File: config.mk
export PLATFORM = sky130hd
export DESIGN_NAME = ipg_defer_ctrl
export DESIGN_NICKNAME = d
export VERILOG_FILES = /design/src/rtl/ipg_defer_pkg.sv /design/src/rtl/ipg_mode_sel.sv /design/src/rtl/ipg_gap_timer.sv /design/src/rtl/ipg_defer_ctrl.sv
export SDC_FILE = /design/constraint.sdc
export NUM_CORES = 1
export LEC_CHECK = 0
export BUFFER_PORTS_ARGS = -buffer_cell sky130_fd_sc_hd__buf_2
export CORE_ASPECT_RATIO = 1.75
export CORE_MARGIN = 2
export CORE_UTILIZATION = 47
export CTS_BUF_LIST = sky130_fd_sc_hd__clkbuf_16
export DETAILED_ROUTE_END_ITERATION = 8
export HOLD_SLACK_MARGIN = 0.1
export PLACE_DENSITY = 0.77
export SKIP_CTS_REPAIR_TIMING = 1
export SKIP_LAST_GASP = 1
export SLEW_MARGIN = 20
export SYNTH_ARGS = -nofsm -noshare
export SYNTH_HDL_FRONTEND = slang
export SYNTH_HIERARCHICAL = 1
export SYNTH_SLANG_ARGS = --single-unit
File: constraint.sdc
create_clock -name clk -period 2.9 [get_ports clk]
set_input_delay 0.145 -clock clk [delete_from_list [all_inputs] [get_ports clk]]
set_output_delay 0.145 -clock clk [all_outputs]
set_load 0.005 [all_outputs]
File: src/rtl/ipg_defer_pkg.sv
package ipg_defer_pkg;
   typedef enum logic [2:0] {
      ST_READY = 3'd0,
      ST_GRANT = 3'd1,
      ST_BB    = 3'd2,
      ST_WAIT  = 3'd3,
      ST_NBB   = 3'd4
   } defer_state_t;
endpackage

File: src/rtl/ipg_mode_sel.sv
module ipg_mode_sel #(
   parameter bit COL_AS_CARRIER = 1'b1
) (
   input  logic half_duplex,
   input  logic speed_gig,
   input  logic crs,
   input  logic col,
   output logic hd_eff,
   output logic carrier
);
   // Half-duplex deferral exists only below gigabit speed
   assign hd_eff = half_duplex & ~speed_gig;

   generate
      if (COL_AS_CARRIER) begin : g_col_carrier
         assign carrier = crs | col;
      end else begin : g_crs_only
         logic unused_col;
         assign unused_col = col;
         assign carrier = crs;
      end
   endgenerate
endmodule

File: src/rtl/ipg_gap_timer.sv
module ipg_gap_timer #(
   parameter int CNT_W = 8
) (
   input  logic             clk,
   input  logic             rst_n,
   input  logic             clr,
   input  logic             inc,
   input  logic             byte_tick,
   input  logic             count_en,
   input  logic [CNT_W-1:0] gap_len,
   input  logic [CNT_W-1:0] part1_len,
   output logic [CNT_W-1:0] cnt,
   output logic             last_step,
   output logic             in_part1
);
   localparam int EXT_W = CNT_W + 1;

   logic [EXT_W-1:0] cnt_next_ext;

   assign cnt_next_ext = {1'b0, cnt} + EXT_W'(1);
   assign last_step    = cnt_next_ext >= {1'b0, gap_len};
   assign in_part1     = cnt < part1_len;

   always_ff @(posedge clk) begin
      if (!rst_n)   cnt <= '0;
      else if (clr) cnt <= '0;
      else if (inc) cnt <= cnt + CNT_W'(1);
   end

   // the count is frozen on cycles without a byte tick
   p_hold_no_tick_r10: assert property (@(posedge clk) disable iff (!rst_n)
      (count_en && !byte_tick && !clr) |=> $stable(cnt));

   initial begin
      assert (CNT_W >= 2 && CNT_W <= 16) else $error("CNT_W out of range");
   end
endmodule

File: src/rtl/ipg_defer_ctrl.sv
module ipg_defer_ctrl
   import ipg_defer_pkg::*;
#(
   parameter int CNT_W          = 8,
   parameter bit COL_AS_CARRIER = 1'b1
) (
   input  logic             clk,
   input  logic             rst_n,
   input  logic             byte_tick,
   input  logic             half_duplex,
   input  logic             speed_gig,
   input  logic             crs,
   input  logic             col,
   input  logic             tx_req,
   input  logic             tx_done,
   input  logic [CNT_W-1:0] cfg_p1_len,
   input  logic [CNT_W-1:0] cfg_nbb_len,
   input  logic [CNT_W-1:0] cfg_bb_len,
   output logic             tx_grant
);
   defer_state_t     st, st_nxt;
   logic             hd_eff, carrier;
   logic             t_clr, t_inc, last_step, in_part1, count_en;
   logic [CNT_W-1:0] gap_len, cnt;

   ipg_mode_sel #(.COL_AS_CARRIER(COL_AS_CARRIER)) i_mode (
      .half_duplex(half_duplex), .speed_gig(speed_gig),
      .crs(crs), .col(col), .hd_eff(hd_eff), .carrier(carrier)
   );

   assign gap_len  = (st == ST_BB) ? cfg_bb_len : cfg_nbb_len;
   assign count_en = (st == ST_BB) || (st == ST_NBB);

   ipg_gap_timer #(.CNT_W(CNT_W)) i_timer (
      .clk(clk), .rst_n(rst_n), .clr(t_clr), .inc(t_inc),
      .byte_tick(byte_tick), .count_en(count_en),
      .gap_len(gap_len), .part1_len(cfg_p1_len),
      .cnt(cnt), .last_step(last_step), .in_part1(in_part1)
   );

   always_comb begin
      st_nxt = st;
      t_clr  = 1'b0;
      t_inc  = 1'b0;
      unique case (st)
         ST_READY: begin
            if (hd_eff && carrier) st_nxt = ST_WAIT;
            else if (tx_req)       st_nxt = ST_GRANT;
         end
         ST_GRANT: begin
            if (tx_done) begin
               st_nxt = ST_BB;
               t_clr  = 1'b1;
            end
         end
         ST_BB: begin
            if (byte_tick) begin
               if (last_step) st_nxt = tx_req ? ST_GRANT : ST_READY;
               else           t_inc  = 1'b1;
            end
         end
         ST_WAIT: begin
            if (!hd_eff) st_nxt = ST_READY;
            else if (!carrier) begin
               st_nxt = ST_NBB;
               t_clr  = 1'b1;
            end
         end
         ST_NBB: begin
            if (!hd_eff)                    st_nxt = ST_READY;
            else if (carrier && in_part1)   t_clr  = 1'b1;
            else if (byte_tick) begin
               if (last_step) st_nxt = tx_req ? ST_GRANT : ST_READY;
               else           t_inc  = 1'b1;
            end
         end
         default: st_nxt = ST_READY;
      endcase
   end

   always_ff @(posedge clk) begin
      if (!rst_n) st <= ST_READY;
      else        st <= st_nxt;
   end

   assign tx_grant = (st == ST_GRANT);

   // grant held until the end-of-transmission pulse
   p_grant_hold_r4: assert property (@(posedge clk) disable iff (!rst_n)
      (tx_grant && !tx_done) |=> tx_grant);
   // grant released after the end pulse
   p_grant_release_r4: assert property (@(posedge clk) disable iff (!rst_n)
      (tx_grant && tx_done) |=> !tx_grant);
   // a grant is only ever given to a request
   p_grant_needs_req_r1: assert property (@(posedge clk) disable iff (!rst_n)
      $rose(tx_grant) |-> $past(tx_req));
   // full-duplex request in the ready state is granted at once
   p_fd_grant_r2: assert property (@(posedge clk) disable iff (!rst_n)
      (!hd_eff && st == ST_READY && tx_req) |=> tx_grant);
   // half-duplex carrier blocks a request from the ready state
   p_carrier_blocks_r6: assert property (@(posedge clk) disable iff (!rst_n)
      (hd_eff && carrier && st == ST_READY) |=> !tx_grant);
   // carrier in the first part restarts the count
   p_part1_clear_r8: assert property (@(posedge clk) disable iff (!rst_n)
      (st == ST_NBB && hd_eff && carrier && in_part1) |=> (cnt == '0));

   initial begin
      assert (CNT_W >= 2 && CNT_W <= 16) else $error("CNT_W out of range");
   end
endmodule

==> results list <==
* Status: finished, violations left
* Violated checks: setup timing
- The floorplan has 24 rows.
- Setup repair after global routing could not meet its margin everywhere.
- The share of total power dissipated in the clock network is 29.0%.
- Hold Violations, Final: 0
- The longest clock path from root to sink contains 2 buffers.
* Transition time of the tightest slew-check pin: 0.456 ns
- Summed over all cells, the static leakage comes to 0.848 nW.
- After legalization and detailed placement, the total HPWL measured 2.50 mm.
* Worst min-delay path startpoint: rst_n
* Part of the cycle the worst path needs: 102%
* Switching power of the nets: 0.000293 W
- Ports: 34
- Initial cell density of the core: 49.4%
- The count of nets left with antenna violations once routing finished came out at 0.
- In the post-route analysis, the smallest setup slack over all paths is -0.0503 ns.
* Cell count of the worst reg-to-reg path: 14
- Beginning of the worst register-to-register path: st[1]
- Combinational cell fraction of total power: 48.9%
- Req. time, crit path: 3.02 ns
- Counting every net in the synthesized netlist gives 200.
* Clock latency of the later-clocked register in the worst-skew pair: 0.24 ns
- First-pass GRT wire length: 5.06 mm
* Mean instance size in the synthesized netlist: 8.05 um2
* CP Data Arrival Time: 3.07 ns
- Setup crit end kind: flip-flop
- Y dimension of the die: 71.3 um
* Reg2reg end: i_timer/cnt[7]
- Worst IR Drop VDD: 0.427 mV
- Number of warnings reported in the yosys synthesis log: 6
- Along the worst hold path, the cell count comes to 3.
- Total global-route track usage: 21.6%
- H-tree depth: 1
- Number of clock sinks: 11
- For this run, the post-layout net count is 245.
* Internal cell power: 0.000559 W
* Clock slew at reported path FFs: 0.04 ns
- In the routed design, unresolved DRC markers number 0.
- Summed over all layers, the routed wires come to 3.52 mm.
* CTS tree: done
- The design draws 0.000852 W.
- Entering global routing, the biggest net connects 11 pins.
* Number of global-route vias before repair: 1313
* Worst max-slew margin expressed relative to the limit: 69.4%
* Setup tns final: -0.0503 ns
* Chip width: 42.5 um
- Final setup violation count: 1
- The number of max-slew violations in the final report was 0.
- F_max: 339 MHz
- Of the cells placed in the final design, the portion with a size suffix greater than 1 is 39.5%.
* Min Hold Slack: 0.177 ns
- Post-layout minimum cycle time: 2.95 ns
- The floorplan step defined a die boundary enclosing 0.00303 mm2.
* Top fanout value on the critical path: 6
* Worst Setup Path Type: flip-flop to flip-flop
- Hold endpoint: st[2]
- For this run, the detailed router's first-pass iteration total came to 4.
- Cells fill 66.6% of the core in the end.
- The path class of the tightest hold or removal check is primary input to flip-flop.
* Post-synthesis cell count: 151
- Relative area change from synthesis to final layout: 34.9%
- The final route contains 1264 vias.
* Last weighted congestion value of the routability-driven placer: 0.818
- The initial antenna violation count is 0.
- The number of antenna diodes in the final layout is 0.
- Of the total power, the share spent switching nets is 34.4%.
- Power density cells: 520 mW/mm2
* Worst-case clock skew: 0.00180 ns
* Placeable core area: 0.00246 mm2
* Avg WL per Cell: 15.9 um
- The worst setup path is launched from a flip-flop.
- In this run the cell area of the synthesized design comes to 0.00122 mm2.
- Buffers placed on the I/O ports in this run total 33.
- In the routed layout, each cell is associated on average with a via count of 5.72.
* Flop2flop setup slack: -0.05 ns
- Max-cap violations in this run came to 0.
* Sequential power share: 22.1%
- Root Driver: clkbuf_16
- Including well taps, the total number of placed cells is 215.
- In this run, the number of DRC markers left after iteration 0 of detailed routing was 35.
* Clock buffer count from CTS: 3
* GRT overflow: 0
- Post-route non-filler standard cell count: 221
==> final cells by class <==
class,instances,area [um2]
Timing Repair Buffer,44,248
Clock inverter,1,3.75
Fill cell,215,822
Tap cell,26,32.5
Inverter,16,62.6
Multi-Input combinational cell,120,995
Sequential cell,11,224
Clock buffer,3,75.1
==> routing by layer <==
metal	routed length (um)	track usage [%]	up-vias
met4	133	15.6	0
met5	0	0	-
met3	134	4.53	14
li1	-	-	610
met1	1230	18.2	598
met2	2020	42.1	42
==> sequential cells by signal, summed over array words and instances (netlist names) <==
| register | flops |
|---|---|
| i_timer/cnt | 8 |
| st | 3 |
==> stage by stage <==
| stage | setup slack (ns) | instance area, um2 |
|---|---|---|
| after floorplan | 0.0145 | 1240 |
| after global placement | 0.0747 | 1460 |
| after detailed placement | -0.0245 | 1460 |
| after CTS | -0.0677 | 1530 |
| after global routing | -0.209 | 1640 |
| final | -0.0503 | 1640 |
==> layout by cell type (no fill, tap or decap), drive strengths merged, types with 8 or more instances in the layout <==
master and n:
buf 44, dfxtp 11, ha 16, inv 17, mux2 8, nand2 16, nor2 13, xor2 9
==> worst max-delay path by stage <==
stage	to	slack (ns)	cells after the start	start
final	i_timer/cnt[7]	-0.05	14	st[1]
after global routing	i_timer/cnt[7]	-0.21	14	st[2]
after CTS	i_timer/cnt[7]	-0.07	14	st[1]
after detailed placement	i_timer/cnt[7]	-0.02	13	st[1]
after global placement	i_timer/cnt[5]	0.07	14	st[1]
after floorplan	i_timer/cnt[5]	0.01	16	st[1]
==> power by group through the flow <==
stage / sequential (W) / combinational [W] / clock, W
after global placement: 0.000190 / 0.000334 / 0
after global routing: 0.000189 / 0.000454 / 0.000257
final: 0.000188 / 0.000417 / 0.000247
after CTS: 0.000188 / 0.000360 / 0.000249
after floorplan: 0.000181 / 0.000284 / 0
after detailed placement: 0.000190 / 0.000356 / 0
==> critical path, cell delays in order (launching register included) <==
cell	delay, ns
dfxtp_1	0.38
nand2b_4	0.08
nor2_4	0.19
mux2_4	0.34
inv_4	0.06
ha_4	0.19
a21oi_1	0.14
o21ai_1	0.11
a41oi_2	0.19
o211ai_1	0.18
a2111oi_2	0.31
inv_1	0.17
nor4_4	0.29
xnor2_1	0.15
nor2_1	0.05
No activity file was read; power rests on OpenSTA's default activity.
